### src/rtl/latched_piso_pkg.sv
package latched_piso_pkg;

    // Operation applied to the shift chain in one system cycle
    typedef enum logic [1:0] {
        CH_HOLD  = 2'd0,
        CH_SHIFT = 2'd1,
        CH_FILL  = 2'd2,
        CH_ZERO  = 2'd3
    } chain_op_e;

    // Control inputs seen by the chain after edge detection
    typedef struct packed {
        logic zero_n;
        logic fill_n;
        logic shift_rise;
    } chain_ctrl_t;

    // Index of each strobe in the edge-detector bank
    localparam int STB_CAP   = 0;
    localparam int STB_SHIFT = 1;
    localparam int N_STB     = 2;

    // Zero beats fill, fill beats shift, otherwise hold
    function automatic chain_op_e decode_op(input chain_ctrl_t c);
        chain_op_e op;
        if (!c.zero_n)
            op = CH_ZERO;
        else if (!c.fill_n)
            op = CH_FILL;
        else if (c.shift_rise)
            op = CH_SHIFT;
        else
            op = CH_HOLD;
        return op;
    endfunction

endpackage

### src/rtl/strobe_rise.sv
module strobe_rise (
    input  logic clk,
    input  logic rst,
    input  logic lvl,
    output logic rise
);
    logic prev_q;

    always_ff @(posedge clk) begin
        if (rst)
            prev_q <= 1'b0;
        else
            prev_q <= lvl;
    end

    assign rise = lvl & ~prev_q;
endmodule

### src/rtl/capture_bank.sv
module capture_bank #(
    parameter int WIDTH = 8
) (
    input  logic             clk,
    input  logic             rst,
    input  logic             cap_en,
    input  logic [WIDTH-1:0] d,
    output logic [WIDTH-1:0] q
);
    always_ff @(posedge clk) begin
        if (rst)
            q <= '0;
        else if (cap_en)
            q <= d;
    end
endmodule

### src/rtl/shift_chain.sv
module shift_chain
    import latched_piso_pkg::*;
#(
    parameter int WIDTH = 8
) (
    input  logic             clk,
    input  logic             rst,
    input  chain_op_e        op,
    input  logic [WIDTH-1:0] fill_word,
    input  logic             ser_in,
    output logic [WIDTH-1:0] q
);
    localparam int LAST = WIDTH - 1;

    logic [WIDTH-1:0] nxt;

    // Stage k+1 takes stage k; stage 0 takes the serial input
    always_comb begin
        nxt = q;
        unique case (op)
            CH_ZERO:  nxt = '0;
            CH_FILL:  nxt = fill_word;
            CH_SHIFT: nxt = {q[LAST-1:0], ser_in};
            default:  nxt = q;
        endcase
    end

    always_ff @(posedge clk) begin
        if (rst)
            q <= '0;
        else
            q <= nxt;
    end
endmodule

### src/rtl/latched_piso.sv
module latched_piso
    import latched_piso_pkg::*;
#(
    parameter int WIDTH = 8
) (
    input  logic             clk,
    input  logic             rst,
    input  logic [WIDTH-1:0] par_in,
    input  logic             cap_strobe,
    input  logic             shift_strobe,
    input  logic             zero_n,
    input  logic             fill_n,
    input  logic             ser_in,
    output logic             ser_out
);
    localparam int LAST = WIDTH - 1;

    logic [N_STB-1:0] stb_lvl;
    logic [N_STB-1:0] stb_rise;
    logic [WIDTH-1:0] st_q;
    logic [WIDTH-1:0] sr_q;
    chain_ctrl_t      ctrl;
    chain_op_e        op;

    assign stb_lvl[STB_CAP]   = cap_strobe;
    assign stb_lvl[STB_SHIFT] = shift_strobe;

    for (genvar i = 0; i < N_STB; i++) begin : g_rise
        strobe_rise u_rise (
            .clk (clk),
            .rst (rst),
            .lvl (stb_lvl[i]),
            .rise(stb_rise[i])
        );
    end

    capture_bank #(.WIDTH(WIDTH)) u_cap (
        .clk   (clk),
        .rst   (rst),
        .cap_en(stb_rise[STB_CAP]),
        .d     (par_in),
        .q     (st_q)
    );

    assign ctrl.zero_n     = zero_n;
    assign ctrl.fill_n     = fill_n;
    assign ctrl.shift_rise = stb_rise[STB_SHIFT];
    assign op              = decode_op(ctrl);

    shift_chain #(.WIDTH(WIDTH)) u_chain (
        .clk      (clk),
        .rst      (rst),
        .op       (op),
        .fill_word(st_q),
        .ser_in   (ser_in),
        .q        (sr_q)
    );

    assign ser_out = sr_q[LAST];
endmodule

### config.mk
export PLATFORM = sky130hd
export DESIGN_NAME = latched_piso
export DESIGN_NICKNAME = d
export VERILOG_FILES = /design/src/rtl/latched_piso_pkg.sv /design/src/rtl/strobe_rise.sv /design/src/rtl/capture_bank.sv /design/src/rtl/shift_chain.sv /design/src/rtl/latched_piso.sv
export SDC_FILE = /design/constraint.sdc
export NUM_CORES = 1
export LEC_CHECK = 0
export BUFFER_PORTS_ARGS = -buffer_cell sky130_fd_sc_hd__buf_4
export CORE_MARGIN = 3
export CORE_UTILIZATION = 45
export CTS_CLUSTER_DIAMETER = 200
export DETAILED_ROUTE_END_ITERATION = 7
export PLACE_DENSITY = 0.69
export SYNTH_ARGS = -nofsm -noshare
export SYNTH_HDL_FRONTEND = slang
export SYNTH_SLANG_ARGS = --single-unit
export TNS_END_PERCENT = 5
### constraint.sdc
create_clock -name clk -period 1.8 [get_ports clk]
set_input_delay 0.27 -clock clk [delete_from_list [all_inputs] [get_ports clk]]
set_output_delay 0.27 -clock clk [all_outputs]
set_load 0.005 [all_outputs]
# Word-level counts from Yosys, hierarchy flattened

Cells that the tools add are included.

Register bits after elaboration: 18
Input bits: 15
Output and inout port bits: 1
Word-level logic and storage cells: 16

Equality and inequality tests: 3
Muxes and demuxes: 4
Bitwise operators: 4
Reduce and logical (&&, ||, !) cells: 1

Operator list:

| operator           | count |
|---|---|
| $pmux 8 s3         | 1 |
| $eq 2x2->1 const B | 2 |
| $mux 2             | 2 |
| $reduce_bool 3->1  | 1 |
| $and 1x1->1        | 2 |
| $eq 2x1->1 const B | 1 |
| $not 1->1          | 2 |
| $mux 1             | 1 |

# Depth between registers and ports, before layout

Word-level depth: 7
Mapped depth: 4
Depth with buffers taken out: 3

# By module

Synthesis repeated with hierarchy kept, for this count alone.

Cells, all modules: 77
Area total of the unflattened synthesis: 842.1 um^2

By module, submodules not included:

| module       | times used | cells an instance | area an instance (um^2) | seq. area each (um^2) |
|---|---|---|---|---|
| shift_chain  | 1          | 43                | 447.9                   | 160.2 |
| capture_bank | 1          | 26                | 285.3                   | 160.2 |
| strobe_rise  | 2          | 3                 | 47.5                    | 20.0 |
| latched_piso | 1          | 2                 | 13.8                    | 0.0 |

# Worst setup path before layout

No wires, ideal clock.

Path type: register to register
From: register g_rise[1].u_rise.prev_q
To: register u_chain.q[1]
Arrival time: 0.820 ns
Required time: 1.677 ns
Path slack: 0.857 ns
Cell stages (with the launch flop): 4
Period minus slack after synthesis: 0.943 ns
Cell sequence: dfxtp_1 > and2b_4 > mux2i_1 > a211oi_2

Cells in the longest elaborated chain, start to end: 7
Elaborated cells between the ends (all ways): 10
Those cells by class: eq/ne (3); mux (4); bitwise (2); reduce/logical (1)

Ends and longest elaborated chain:

| item                                                   | line                   | text |
|---|---|---|
| start: declaration                                     | strobe_rise.sv:7       | `logic prev_q;` |
| start signal: assignment                               | strobe_rise.sv:13      | `prev_q <= lvl;` |
| $not 1->1 (*)                                          | strobe_rise.sv:16      | `assign rise = lvl & ~prev_q;` |
| $and 1x1->1 (*)                                        | strobe_rise.sv:16      |  |
| $mux 1 (*)                                             | latched_piso_pkg.sv:30 | `else if (c.shift_rise)` |
| $mux 2 (*)                                             | latched_piso_pkg.sv:28 | `else if (!c.fill_n)` |
| $mux 2 (*)                                             | latched_piso_pkg.sv:26 | `if (!c.zero_n)` |
| $eq 2x1->1 / $eq 2x2->1 (equally long branches)        | shift_chain.sv:20      | `unique case (op)` |
| $pmux 8 s3 / $reduce_bool 3->1 (equally long branches) | --                     |  |
| end signal: assignment                                 | shift_chain.sv:32      | `q <= nxt;` |
| end: declaration                                       | shift_chain.sv:11      | `output logic [WIDTH-1:0] q` |

Mark *: on every way between the ends. The rest lies on a longest branch, timed or not.
A chain may end at the register's enable or synchronous reset.

# Worst setup path in the final report

From: register g_rise[1].u_rise.prev_q
To: register u_chain.q[3]

The elaborated chain is that of the path after synthesis.

==> out/results.tsv <==
metric	value	unit
crit_start	g_rise[1].u_rise.prev_q$_SDFF_PP0_	
yosysSeqAreaShare	0.4966	
synth.cell_area	725.7	um^2
grt_start_max_net_pins	12	
grt_pass1_vias	524	
numCtsBuffers	3	
cts.sinks	18	
synth.ff_latch_count	18	
cp-end-kind	flop	
r2r-start	g_rise[1].u_rise.prev_q$_SDFF_PP0_	
final_common_cell	dfxtp_1	
rsz0062_at_grt	no	
hpwl	906.7	um
fillers	126	
syn_nets	78	
powerDensity	817.2	nW/um^2
route.detailed.drc	0	
ir_worst_vdd	554.1	uV
hp-class	input port to flop	
wl_per_cell	13.19	um
tightest_slew	310.4	ps
synth_top_area_cell	dfxtp_1	
placed_cells	91	
cp_max_fo	7	
dr.pass1.iters	2	
crit_type	flop to flop	
clock_path_buffers	2	
synth_area_leaders	dfxtp_1 50%, mux2i_1 22%, o2bb2ai_1 8.4%	
die_width	46.16	um
drive_gt1_frac	0.3038	
gp_congestion	0.7653	
antenna_found_initial	0	
post-cts-setup-buffers	0	
start_kind	flop	
cts-root-buf	clkbuf_4	
cts-resized-gates	0	
grt_overflow	0	
p_leak	0.3717	nW
fin_worst_skew	3.576	ps
status	complete, no violations	
vias	512	
cp.required	2020	ps
arrival	1260	ps
clock_latency	290	ps
yosysWarningCount	0	
totalWireLength	1240	um
fp.dieH	46.16	um
via_per_inst	5.447	
ioPinCount	16	
fin_crit	1033	ps
antenna_left	0	
core	1399	um^2
setup_viol	0	
cts_tree	built	
syn_avg_cell_area	11.52	um^2
grt_util_all_layers	0.1499	
hp-start	shift_strobe	
fin_crit_sh	0.5742	
htree_levels	1	
die_area	2130	um^2
final_cell_count_no_fill	94	
drt_iter0_drc	5	
layout-area-overhead-vs-synth	19.14	%
final_nets	96	
clkTransAtPathRegs	100	ps
synth_cells	63	
grt_first_pass_wirelength	2201	um
max_freq	967.6	MHz
holdBufCountCts	0	
slew_headroom	0.7930	
hold_violations	0	
synth.distinct_cells	14	
antenna_cells	0	
synth_top_cell_area_share	0.4966	
slew_violations	0	
start_util	0.5188	
final_cell_mix	18 x dfxtp_1, 16 x mux2i_1, 16 x buf_4, 9 x nor2_1, 7 x o2bb2ai_1	
max_cap_viol_count	0	
numPortBuffers	15	
rows	13	
setup_tns	0	ps
-- cell type report --
cell class,count,area (um^2),share of cell area
Inverter,1,6.256,0.007236
Clock buffer,3,22.52,0.02605
Sequential cell,18,360.3,0.4168
Timing Repair Buffer,16,120.1,0.1389
Multi-Input combinational cell,41,336.6,0.3893
Tap cell,15,18.77,0.02171
-- registers in the layout, indices dropped and copies added (netlist names) --
signal / flops
u_cap.q: 8
u_chain.q: 8
g_rise.u_rise.prev_q: 2
-- synthesized netlist by cell type --
| cell | count |
|---|---|
| o2bb2ai_1 | 7 |
| a211oi_2 | 1 |
| nor2b_1 | 3 |
| mux2i_1 | 16 |
| clkbuf_1 | 1 |
| and2b_4 | 1 |
| buf_4 | 1 |
| nand2b_1 | 2 |
| buf_6 | 1 |
| dfxtp_1 | 18 |
| nor2_1 | 9 |
| inv_4 | 1 |
| o21bai_2 | 1 |
| nor3_4 | 1 |
-- layer usage --
layer / up-vias / part of all wire / track usage
li1: 260 / - / -
met1: 239 / 0.49 / 0.1891
met2: 11 / 0.44 / 0.2225
met3: 2 / 0.049 / 0.03516
met4: 0 / 0.018 / 0.1023
met5: - / 0 / 0
-- worst paths after layout --
check,to,slack [ps],depth (start not counted)
max reg2reg,u_chain.q[3]$_SDFFE_PP0P_,770,3
max,u_chain.q[3]$_SDFFE_PP0P_,770,3
min reg2reg,u_chain.q[5]$_SDFFE_PP0P_,470,1
min,g_rise[1].u_rise.prev_q$_SDFF_PP0_,200,2
-- metrics by stage --
stage | hold slack, ps | power, mW | setup WS [ps] | cell area, um^2 | utilization
3_3_place_gp | 450.2 | 0.5200 | 647.8 | 842.1 | 0.6020
6_report | 201.2 | 0.7066 | 766.5 | 864.6 | 0.6181
5_1_grt | 190.9 | 0.7477 | 651.7 | 864.6 | 0.6181
4_1_cts | 190.1 | 0.7201 | 750.6 | 864.6 | 0.6181
3_5_place_dp | 451.1 | 0.5224 | 624.7 | 842.1 | 0.6020
2_1_floorplan | 398.2 | 0.4893 | 857.5 | 725.7 | -
-- power by group --
part	internal (mW)	switching, mW
clock	0.0778	0.117
combinational	0.0495	0.0400
sequential	0.415	0.00776
total	0.542	0.164
-- critical path: stages (launching register included) --
cell	delay, ps
dfxtp_1	310
and2b_4	200
nor3_4	300
o2bb2ai_1	160
-- kinds of logic (layout without fill, tap and decap cells) --
group / Yosys count / count (layout) / share of synthesized area
mux: 16 / 16 / 0.2207
buf+inv: 4 / 20 / 0.03966
compound gates: 9 / 9 / 0.1172
flops: 18 / 18 / 0.4966
simple gates: 16 / 16 / 0.1259
No activity file was read; power rests on OpenSTA's default activity.
